<file path="src/rtl/mdio_resp_pkg.sv">
package mdio_resp_pkg;
  typedef enum logic [2:0] {
    S_HUNT  = 3'd0,
    S_START = 3'd1,
    S_OP    = 3'd2,
    S_ADDR  = 3'd3,
    S_TA    = 3'd4,
    S_DATA  = 3'd5
  } frm_state_e;

  localparam logic [1:0] OP_READ  = 2'b10;
  localparam logic [1:0] OP_WRITE = 2'b01;
endpackage

</file>
<file path="src/rtl/mdio_frame_fsm.sv">
module mdio_frame_fsm
  import mdio_resp_pkg::*;
#(
  parameter int PADDR_W = 5,
  parameter int RADDR_W = 5,
  parameter int DATA_W  = 16
) (
  input  logic               clk,
  input  logic               rst_n,
  input  logic               bit_i,
  input  logic [PADDR_W-1:0] phy_addr,
  output logic               rd_load,
  output logic [RADDR_W-1:0] reg_addr,
  output logic               wr_en,
  output logic [DATA_W-1:0]  wr_data
);
  localparam int AW    = PADDR_W + RADDR_W;
  localparam int CMAX  = (AW > DATA_W) ? AW : DATA_W;
  localparam int CNT_W = $clog2(CMAX + 1);

  frm_state_e         state_q, state_d;
  logic [CNT_W-1:0]   cnt_q, cnt_d;
  logic               first_q, first_d;
  logic               rd_q, rd_d;
  logic               hit_q, hit_d;
  logic [AW-1:0]      addr_q, addr_d;
  logic [DATA_W-1:0]  data_q, data_d;
  logic [AW-1:0]      addr_shift;

  assign addr_shift = {addr_q[AW-2:0], bit_i};

  always_comb begin
    state_d = state_q;
    cnt_d   = cnt_q;
    first_d = first_q;
    rd_d    = rd_q;
    hit_d   = hit_q;
    addr_d  = addr_q;
    data_d  = data_q;
    rd_load = 1'b0;
    wr_en   = 1'b0;
    case (state_q)
      S_HUNT: if (!bit_i) state_d = S_START;
      S_START: if (bit_i) begin
        state_d = S_OP;
        cnt_d   = '0;
      end
      S_OP: begin
        if (cnt_q == '0) begin
          first_d = bit_i;
          cnt_d   = CNT_W'(1);
        end else if ({first_q, bit_i} == OP_READ || {first_q, bit_i} == OP_WRITE) begin
          rd_d    = ({first_q, bit_i} == OP_READ);
          state_d = S_ADDR;
          cnt_d   = '0;
        end else begin
          state_d = S_HUNT;
        end
      end
      S_ADDR: begin
        addr_d = addr_shift;
        if (cnt_q == CNT_W'(AW - 1)) begin
          hit_d   = (addr_shift[AW-1:RADDR_W] == phy_addr);
          state_d = S_TA;
          cnt_d   = '0;
        end else begin
          cnt_d = cnt_q + 1'b1;
        end
      end
      S_TA: begin
        if (cnt_q == '0) begin
          first_d = bit_i;
          rd_load = hit_q & rd_q;
          cnt_d   = CNT_W'(1);
        end else if (hit_q && !rd_q && !(first_q && !bit_i)) begin
          state_d = S_HUNT;
        end else begin
          state_d = S_DATA;
          cnt_d   = '0;
        end
      end
      S_DATA: begin
        data_d = {data_q[DATA_W-2:0], bit_i};
        if (cnt_q == CNT_W'(DATA_W - 1)) begin
          wr_en   = hit_q & ~rd_q;
          state_d = S_HUNT;
        end else begin
          cnt_d = cnt_q + 1'b1;
        end
      end
      default: state_d = S_HUNT;
    endcase
  end

  always_ff @(posedge clk or negedge rst_n) begin
    if (!rst_n) begin
      state_q <= S_HUNT;
      cnt_q   <= '0;
      first_q <= 1'b0;
      rd_q    <= 1'b0;
      hit_q   <= 1'b0;
      addr_q  <= '0;
      data_q  <= '0;
    end else begin
      state_q <= state_d;
      cnt_q   <= cnt_d;
      first_q <= first_d;
      rd_q    <= rd_d;
      hit_q   <= hit_d;
      addr_q  <= addr_d;
      data_q  <= data_d;
    end
  end

  assign reg_addr = addr_q[RADDR_W-1:0];
  assign wr_data  = {data_q[DATA_W-2:0], bit_i};

  // an invalid opcode (00 or 11) sends the parser back to hunting
  assert_bad_op_R3: assert property (@(posedge clk) disable iff (!rst_n)
    (state_q == S_OP && cnt_q == CNT_W'(1) && first_q == bit_i) |=> state_q == S_HUNT);

  // a matching write with a turnaround other than 10 is dropped
  assert_bad_ta_R7: assert property (@(posedge clk) disable iff (!rst_n)
    (state_q == S_TA && cnt_q == CNT_W'(1) && hit_q && !rd_q && !(first_q && !bit_i))
      |=> state_q == S_HUNT);

  // neither a write nor a reply may start for another device's frame
  assert_no_act_R4: assert property (@(posedge clk) disable iff (!rst_n)
    (wr_en || rd_load) |-> (addr_q[AW-1:RADDR_W] == phy_addr));
endmodule

</file>
<file path="src/rtl/mdio_regfile.sv">
module mdio_regfile #(
  parameter int RADDR_W = 5,
  parameter int DATA_W  = 16
) (
  input  logic               clk,
  input  logic               rst_n,
  input  logic               wr_en,
  input  logic [RADDR_W-1:0] wr_addr,
  input  logic [DATA_W-1:0]  wr_data,
  input  logic               ld_en,
  input  logic [RADDR_W-1:0] ld_addr,
  input  logic [DATA_W-1:0]  ld_data,
  input  logic [RADDR_W-1:0] rd_addr,
  output logic [DATA_W-1:0]  rd_data
);
  localparam int DEPTH = 1 << RADDR_W;

  logic [DATA_W-1:0] mem_q [DEPTH];

  for (genvar g = 0; g < DEPTH; g++) begin : g_entry
    logic              upd_en;
    logic [DATA_W-1:0] upd_val;

    always_comb begin
      upd_en  = 1'b0;
      upd_val = mem_q[g];
      if (wr_en && wr_addr == RADDR_W'(g)) begin
        upd_en  = 1'b1;
        upd_val = wr_data;
      end else if (ld_en && ld_addr == RADDR_W'(g)) begin
        upd_en  = 1'b1;
        upd_val = ld_data;
      end
    end

    always_ff @(posedge clk or negedge rst_n) begin
      if (!rst_n)      mem_q[g] <= '0;
      else if (upd_en) mem_q[g] <= upd_val;
    end
  end

  assign rd_data = mem_q[rd_addr];

  // a preload without a colliding management write lands
  assert_preload_R9: assert property (@(posedge clk) disable iff (!rst_n)
    (ld_en && !(wr_en && wr_addr == ld_addr)) |=> mem_q[$past(ld_addr)] == $past(ld_data));

  // the management write wins any collision
  assert_wr_wins_R9: assert property (@(posedge clk) disable iff (!rst_n)
    wr_en |=> mem_q[$past(wr_addr)] == $past(wr_data));
endmodule

</file>
<file path="src/rtl/mdio_tx_drv.sv">
module mdio_tx_drv #(
  parameter int DATA_W = 16
) (
  input  logic              clk,
  input  logic              rst_n,
  input  logic              load,
  input  logic [DATA_W-1:0] word,
  output logic              pad_o,
  output logic              pad_oe
);
  localparam int LEN   = DATA_W + 1;
  localparam int LEN_W = $clog2(LEN + 1);

  logic [DATA_W:0]  sh_q, sh_d;
  logic [LEN_W-1:0] left_q, left_d;

  always_comb begin
    sh_d   = sh_q;
    left_d = left_q;
    if (load) begin
      sh_d   = {1'b0, word};
      left_d = LEN_W'(LEN);
    end else if (left_q != '0) begin
      sh_d   = {sh_q[DATA_W-1:0], 1'b0};
      left_d = left_q - 1'b1;
    end
  end

  always_ff @(posedge clk or negedge rst_n) begin
    if (!rst_n) begin
      sh_q   <= '0;
      left_q <= '0;
    end else begin
      sh_q   <= sh_d;
      left_q <= left_d;
    end
  end

  always_ff @(negedge clk or negedge rst_n) begin
    if (!rst_n) begin
      pad_o  <= 1'b0;
      pad_oe <= 1'b0;
    end else begin
      pad_o  <= sh_q[DATA_W];
      pad_oe <= (left_q != '0);
    end
  end

  // the first bit driven after a released stretch is the zero of the turnaround
  assert_ta_zero_R5: assert property (@(negedge clk) disable iff (!rst_n)
    $rose(pad_oe) |-> (pad_o == 1'b0));

  // a new reply never starts while one is still being driven
  assert_no_overlap_R6: assert property (@(posedge clk) disable iff (!rst_n)
    load |-> (left_q == '0));
endmodule

</file>
<file path="src/rtl/mdio_responder.sv">
module mdio_responder #(
  parameter int PADDR_W = 5,
  parameter int RADDR_W = 5,
  parameter int DATA_W  = 16
) (
  input  logic               mdc,
  input  logic               rst_n,
  input  logic [PADDR_W-1:0] phy_addr,
  input  logic               mdio_i,
  output logic               mdio_o,
  output logic               mdio_oe,
  input  logic               ld_en,
  input  logic [RADDR_W-1:0] ld_addr,
  input  logic [DATA_W-1:0]  ld_data
);
  logic               rd_load;
  logic [RADDR_W-1:0] reg_addr;
  logic               wr_en;
  logic [DATA_W-1:0]  wr_data;
  logic [DATA_W-1:0]  rd_data;

  mdio_frame_fsm #(.PADDR_W(PADDR_W), .RADDR_W(RADDR_W), .DATA_W(DATA_W)) u_fsm (
    .clk(mdc), .rst_n(rst_n), .bit_i(mdio_i), .phy_addr(phy_addr),
    .rd_load(rd_load), .reg_addr(reg_addr), .wr_en(wr_en), .wr_data(wr_data)
  );

  mdio_regfile #(.RADDR_W(RADDR_W), .DATA_W(DATA_W)) u_regs (
    .clk(mdc), .rst_n(rst_n),
    .wr_en(wr_en), .wr_addr(reg_addr), .wr_data(wr_data),
    .ld_en(ld_en), .ld_addr(ld_addr), .ld_data(ld_data),
    .rd_addr(reg_addr), .rd_data(rd_data)
  );

  mdio_tx_drv #(.DATA_W(DATA_W)) u_tx (
    .clk(mdc), .rst_n(rst_n), .load(rd_load), .word(rd_data),
    .pad_o(mdio_o), .pad_oe(mdio_oe)
  );

  // the line stays released while reset is held
  always_comb begin
    if (!rst_n) assert_reset_release_R1: assert (!mdio_oe);
  end
endmodule

</file>
<file path="config.mk">
export PLATFORM = sky130hd
export DESIGN_NAME = mdio_responder
export DESIGN_NICKNAME = d
export VERILOG_FILES = /design/src/rtl/mdio_resp_pkg.sv /design/src/rtl/mdio_frame_fsm.sv /design/src/rtl/mdio_regfile.sv /design/src/rtl/mdio_tx_drv.sv /design/src/rtl/mdio_responder.sv
export SDC_FILE = /design/constraint.sdc
export NUM_CORES = 1
export LEC_CHECK = 0
export ABC_CLOCK_PERIOD_IN_PS = 2770
export BUFFER_PORTS_ARGS = -buffer_cell sky130_fd_sc_hd__buf_4
export CAP_MARGIN = 20
export CORE_MARGIN = 3
export CORE_UTILIZATION = 40
export DETAILED_ROUTE_END_ITERATION = 8
export SETUP_SLACK_MARGIN = 0.4
export SLEW_MARGIN = 20
export SYNTH_ARGS = -nofsm -noshare
export SYNTH_HDL_FRONTEND = slang
export SYNTH_HIERARCHICAL = 1
export SYNTH_SLANG_ARGS = --single-unit
</file>
<file path="constraint.sdc">
create_clock -name mdc -period 2.77 [get_ports mdc]
set_input_delay 0.4155 -clock mdc [delete_from_list [all_inputs] [get_ports mdc]]
set_output_delay 0.4155 -clock mdc [all_outputs]
set_load 0.01 [all_outputs]
</file>
==> impl_metrics.json, run 1 <==
{
  "slowest_stage": "dfrtn_1",
  "mappedNetlistNets": 3244,
  "worstHoldPathType": "in -> reg",
  "layout-drive-gt1-share_pct": 28.9,
  "violations": "setup timing",
  "fin_ws_ns": -0.101,
  "clock_path_buffers": 3,
  "end_kind": "primary output",
  "use_met2_pct": 39.8,
  "peakVddDrop_uv": 630,
  "grt_overflow": 0,
  "netlist_instances": 3208,
  "drcViolationCount": 0,
  "syn2layout_area_growth_pct": 28.3,
  "crit_arrival_ns": 2.46,
  "worst_clock_skew_ns": 0.0221,
  "start_util_pct": 40.7,
  "num-nets-final": 3295,
  "p_leak_nw": 18.5,
  "worstReg2RegStart": "u_fsm/cnt_q[1]",
  "syn-mean-instance-area_um2": 9.74,
  "syn_area_um2": 31200,
  "grt_pass1_vias": 24400,
  "drv_cap": 0,
  "holdPathStages": 4,
  "die_width_um": 285,
  "netlist.area_leader.share_pct": 45.6,
  "slew_violations": 0,
  "dp_hpwl_mm": 59.1,
  "holdWs_ns": 0.143,
  "grt_pass1_wl_mm": 159,
  "required_ns": 2.35,
  "timing.slew.headroom_pct": 1.55,
  "period_share_pct": 104,
  "cp-start-kind": "register",
  "gp_congestion": 0.863,
  "synth_commonest_cells": "mux2i_1 (785), dfrtp_1 (569), nand2_1 (332)",
  "rows": 101,
  "grt.total_usage_pct": 25.6,
  "clockRootBuffer": "clkbuf_16",
  "fmaxAchievable_mhz": 350,
  "placed_cell_area_um2": 33000,
  "cp_top_family": "flip-flops",
  "finalSetupViolCount": 27,
  "cp_max_fo": 1,
  "fp.dieH_um": 285,
  "yosysTopAreaCell": "dfrtp_1",
  "finalWirelength_mm": 115,
  "vias": 25900,
  "clock-sinks": 571,
  "power_mw": 30.7,
  "drtIter0Drc": 2563,
  "ys_seq_area_share_pct": 45.7,
  "crit_type": "reg -> out",
  "cpPeakStageDelay_ns": 0.38,
  "met1_usage_pct": 35.7,
  "wl_per_cell_um": 26.4,
  "rsz0062_at_grt": "yes",
  "crit_start": "u_tx/pad_oe",
  "io_pins": 32,
  "ant_nets": 0,
  "synth_enable_flop_cells": 0,
  "clk_pin_slew_ns": 0.06,
  "outcome": "complete, but fails checks",
  "clkLatencyLatePin_ns": 0.61,
  "cp_num_buf_inv": 1,
  "numCtsBuffers": 66,
  "reg2regPathDepth": 18,
  "cts_tree": "built",
  "design_area_um2": 40100,
  "place_ws_ns": 0.0308,
  "finalHoldViolations": 0,
  "power_density_nw_per_um2": 766,
  "ys_top_cells_by_area": "dfrtp_1 (46%), mux2i_1 (25%), a21oi_1 (5.0%), nand2_1 (4.0%), o21ai_0 (3.8%)",
  "fin_crit_ns": 2.87,
  "core_area_um2": 76700,
  "first_pass_iters": 5,
  "port_buffers": 31,
  "synth-async-reset-ratio_pct": 100,
  "ys_warn_count": 6,
  "yosysMostFrequentCell": "mux2i_1",
  "vias_per_cell": 5.96,
  "worstMarginPinSlew_ns": 1.48,
  "crit_path_cell_trace": "buf_4",
  "synth_cell_types": 67,
  "cts_htree_levels": 3,
  "grtUsageMet3_pct": 5.35,
  "grt_start_max_net_pins": 123,
  "antenna_found_initial": 2,
  "dieArea_um2": 81500,
  "grt-busiest-layer": "met2",
  "ys.flop_type": "dfrtp_1",
  "ys_seq_elements": 571,
  "min_from": "phy_addr[0]",
  "worstSetupPathDepth": 1
}
==> logic make-up after synthesis <==
group	after synthesis	synth area share, %
xor gates and xnor gates	6	0.168
DFF	571	45.7
adders and majority gates	6	0.240
muxes	811	26.1
buffers and inverters	330	4.54
and+or+nand+nor	781	10.7
AOI/OAI and AO/OA	703	12.5
==> flip-flops by register name, indices dropped and copies added (netlist names), 3 cells and up <==
| name | cells |
|---|---|
| u_regs/mem_q | 512 |
| u_fsm/state_q | 3 |
| u_tx/sh_q | 17 |
| u_fsm/cnt_q | 5 |
| u_fsm/data_q | 15 |
| u_tx/left_q | 5 |
| u_fsm/addr_q | 9 |
==> worst paths after layout <==
path                                endpoint  slack, ns
setup / recovery                     mdio_oe      -0.10
hold / removal                   u_fsm/hit_q       0.14
setup reg to reg           u_regs/mem_q[190]      -0.09
hold reg to reg             u_fsm/data_q[10]       0.51
max in group asynchronous         u_tx/pad_o       1.02
min in group asynchronous  u_regs/mem_q[205]       0.25
==> repair_timing <==
action                     in CTS  in global routing
setup endpoints to repair     506                521
setup buffers                  49                 13
gates resized for setup       377                573
hold buffers                    1                  0
hold endpoints to repair       21                  0
cloned                         29                 32
pin swaps                      71                106
==> layout make-up <==
type / instances / area (µm²)
fillers: 6740 / 36600
multi-input cells: 2307 / 18100
inverters: 10 / 37.5
repair buffers: 303 / 4200
flip-flops and latches: 571 / 14300
clock inverters: 16 / 184
diodes: 3 / 7.51
clock buffers: 100 / 2030
well taps: 1030 / 1290
==> through the flow <==
| step | util [%] | TNS, ns | instances |
|---|---|---|---|
| floorplan | - | 0 | 3208 |
| global placement | 43.0 | 0 | 4097 |
| detailed placement | 43.0 | 0 | 4097 |
| CTS | 48.8 | -0.244 | 4292 |
| global route | 52.3 | -6.95 | 4337 |
| finish | 52.3 | -0.988 | 4340 |
==> layer usage <==
metal | vias to the layer above | share of wire (%)
li1 | 11400 | -
met1 | 13000 | 42
met2 | 1136 | 46
met3 | 273 | 8.1
met4 | 4 | 4.0
met5 | - | 0.021
==> power by group <==
group	leakage (nW)	internal [mW]	total (mW)	switching (mW)
Combinational	11.2	4.44	10.7	6.28
Sequential	6.15	9.94	10.9	1.00
Clock	1.10	5.41	9.03	3.62
Total	18.5	19.8	30.7	10.9
==> cells in the final DEF, fill, tap and decap left out, types with 14 or more instances in the layout <==
master / instances
a21oi_1: 241
a21oi_2: 69
a22o_1: 32
a22oi_1: 65
a31oi_1: 16
buf_12: 60
buf_16: 29
buf_4: 146
buf_6: 40
clkbuf_1: 15
clkbuf_16: 95
clkbuf_8: 14
dfrtp_1: 567
mux2_2: 24
mux2i_1: 785
nand2_1: 168
nand2_2: 95
nand2_4: 63
nand3_1: 44
nand4_1: 18
nor2_1: 141
nor2_2: 45
nor2_4: 119
nor3_1: 18
o21ai_0: 66
o21ai_1: 110
o21ai_2: 86
Note: power is estimated with default switching activity, not from simulation.
==> run 2: changes to the inputs <==
--- a/config.mk
+++ b/config.mk
@@ -5,7 +5,7 @@
 export SDC_FILE = /design/constraint.sdc
 export NUM_CORES = 1
 export LEC_CHECK = 0
-export ABC_CLOCK_PERIOD_IN_PS = 2770
+export ABC_CLOCK_PERIOD_IN_PS = 2400
 export BUFFER_PORTS_ARGS = -buffer_cell sky130_fd_sc_hd__buf_4
 export CAP_MARGIN = 20
 export CORE_MARGIN = 3
==> constraint.sdc (replaced) <==
create_clock -name mdc -period 2.4 [get_ports mdc]
set_input_delay 0.36 -clock mdc [delete_from_list [all_inputs] [get_ports mdc]]
set_output_delay 0.36 -clock mdc [all_outputs]
set_load 0.01 [all_outputs]
==> impl_metrics.json, run 2 (synthesis gave the netlist of run 1 again) <==
{
  "first_pass_iters": 8,
  "hold_end": "u_fsm/hit_q",
  "finalWirelength_mm": 120,
  "worst_clock_skew_ns": 0.0297,
  "design_area_um2": 41600,
  "crit_arrival_ns": 3.22,
  "cts_htree_levels": 3,
  "cts_tree": "built",
  "holdPathStages": 4,
  "grt.total_usage_pct": 26.0,
  "period_share_pct": 111,
  "peakVddDrop_uv": 567,
  "largest_reg_flops": 512,
  "clock_path_buffers": 3,
  "numCtsBuffers": 66,
  "finalSetupViolCount": 464,
  "ant_nets": 0,
  "finalHoldViolations": 0,
  "outcome": "complete, but fails checks",
  "final_cell_mix": "mux2i_1 (784), dfrtp_1 (567), a21oi_1 (214)",
  "grt_pass1_wl_mm": 162,
  "r2r-end": "u_regs/mem_q[507]",
  "clk_pin_slew_ns": 0.06,
  "clkLatencyLatePin_ns": 0.62,
  "vias": 26700,
  "antenna_found_initial": 3,
  "crit_type": "reg -> reg",
  "dp_hpwl_mm": 60.4,
  "vias_per_cell": 6.09,
  "cp_max_fo": 8,
  "fp.dieH_um": 285,
  "drv_cap": 0,
  "grt_pass1_vias": 24600,
  "gp_congestion": 0.915,
  "regMostFlops": "u_regs/mem_q",
  "power_density_nw_per_um2": 869,
  "clock-sinks": 571,
  "wl_per_cell_um": 27.4,
  "required_ns": 2.95,
  "dieArea_um2": 81500,
  "worstReg2RegStart": "u_fsm/cnt_q[1]",
  "worstMarginPinSlew_ns": 1.39,
  "num-nets-final": 3344,
  "worstHoldPathType": "in -> reg",
  "grt_overflow": 0,
  "cp-start-kind": "register",
  "holdWs_ns": 0.110,
  "core_area_um2": 76700,
  "min_from": "phy_addr[0]",
  "reg.largest.list": "u_regs/mem_q: 512 flops, u_tx/sh_q: 17 flops, u_fsm/data_q: 15 flops",
  "p_leak_nw": 19.2,
  "fin_ws_ns": -0.275,
  "end_kind": "register",
  "r2r_setup_slack_ns": -0.27,
  "syn2layout_area_growth_pct": 33.1,
  "clockRootBuffer": "clkbuf_16",
  "port_buffers": 31,
  "placed_cell_area_um2": 33400,
  "reg2regPathDepth": 17,
  "fmaxAchievable_mhz": 374,
  "final.setup.tns_ns": -71.37,
  "die_width_um": 285,
  "slew_violations": 0,
  "rows": 101,
  "violations": "setup timing",
  "rsz0062_at_grt": "yes",
  "timing.slew.headroom_pct": 7.34,
  "start_util_pct": 40.7,
  "grt_start_max_net_pins": 130,
  "drcViolationCount": 0,
  "final_common_cell": "mux2i_1",
  "drtIter0Drc": 2767,
  "layout-drive-gt1-share_pct": 33.2,
  "io_pins": 32,
  "fin_crit_ns": 2.67
}
[run 2: changes by cell type in the layout (fill, tap and decap cells not counted), sizes merged]
cell and change:
nor2 +1, diode -2, clkbuf +3, bufinv -4
inv +2, clkinvlp +1, nand2 +8, buf +33
nor2b +1, nand2b +3
[run 2: per-stage QoR]
step	worst slack, ns	power, mW	std cells	util, %
6_report	-0.275	36.1	4386	54.2
5_1_grt	-0.311	37.5	4385	54.2
4_1_cts	-0.283	34.5	4314	49.7
3_5_place_dp	-0.104	24.4	4104	43.5
3_3_place_gp	-0.0275	24.2	4104	43.5
2_1_floorplan	-0.117	20.1	3208	-
[run 2: layout make-up]
cell class	instances	area (µm²)
inverters	10	37.5
well taps	1030	1290
clock inverters	15	125
multi-input cells	2320	18800
clock buffers	100	1940
repair buffers	339	5070
diodes	1	2.50
fillers	6542	35100
flip-flops and latches	571	14300
[run 2: how the worst max path moves through the flow]
stage | slack (ns) | from | cells after the start | endpoint
global route | -0.31 | u_fsm/cnt_q[0] | 16 | u_regs/mem_q[246]
detailed placement | -0.10 | u_fsm/cnt_q[1] | 12 | u_regs/mem_q[372]
finish | -0.27 | u_fsm/cnt_q[1] | 17 | u_regs/mem_q[507]
floorplan | -0.12 | u_tx/left_q[0] | 5 | u_tx/pad_oe
CTS | -0.28 | u_tx/pad_oe | 1 | mdio_oe
global placement | -0.03 | u_fsm/cnt_q[1] | 12 | u_regs/mem_q[380]
[run 2: worst max-delay path, stage by stage (launching register included)]
cell,delay (ns)
dfrtp_1,0.36
ha_2,0.18
and3_4,0.18
ha_4,0.13
nand3b_1,0.12
nor2_4,0.21
buf_6,0.13
nor2b_4,0.15
buf_6,0.12
buf_8,0.13
nand2_8,0.06
buf_6,0.16
nor2_4,0.16
buf_6,0.15
buf_12,0.10
buf_16,0.12
nand2_2,0.05
o21ai_1,0.10
[run 2: repair_timing]
action,in CTS,in global routing
setup endpoints to repair,533,542
gates resized for setup,397,667
hold buffers,1,0
pin swaps,57,84
cloned,43,43
buffers inserted,51,28
endpoints found under the hold margin,45,0
[run 2: layer usage]
metal / vias to the layer above / part of all wire [%] / track usage (%)
met1: 13500 / 42 / 36.6
met2: 1326 / 45 / 39.9
met4: 2 / 4.4 / 9.79
li1: 11500 / - / -
met3: 306 / 8.8 / 4.92
met5: - / 0.012 / 0
[run 2: power breakdown]
part           internal [mW]  switching [mW]  total [mW]  leakage [nW]
registers               11.5            1.12        12.6          6.15
logic                   5.70            7.96        13.7          12.0
clock network           5.61            4.25        9.86          1.02
total                   22.8            13.3        36.1          19.2
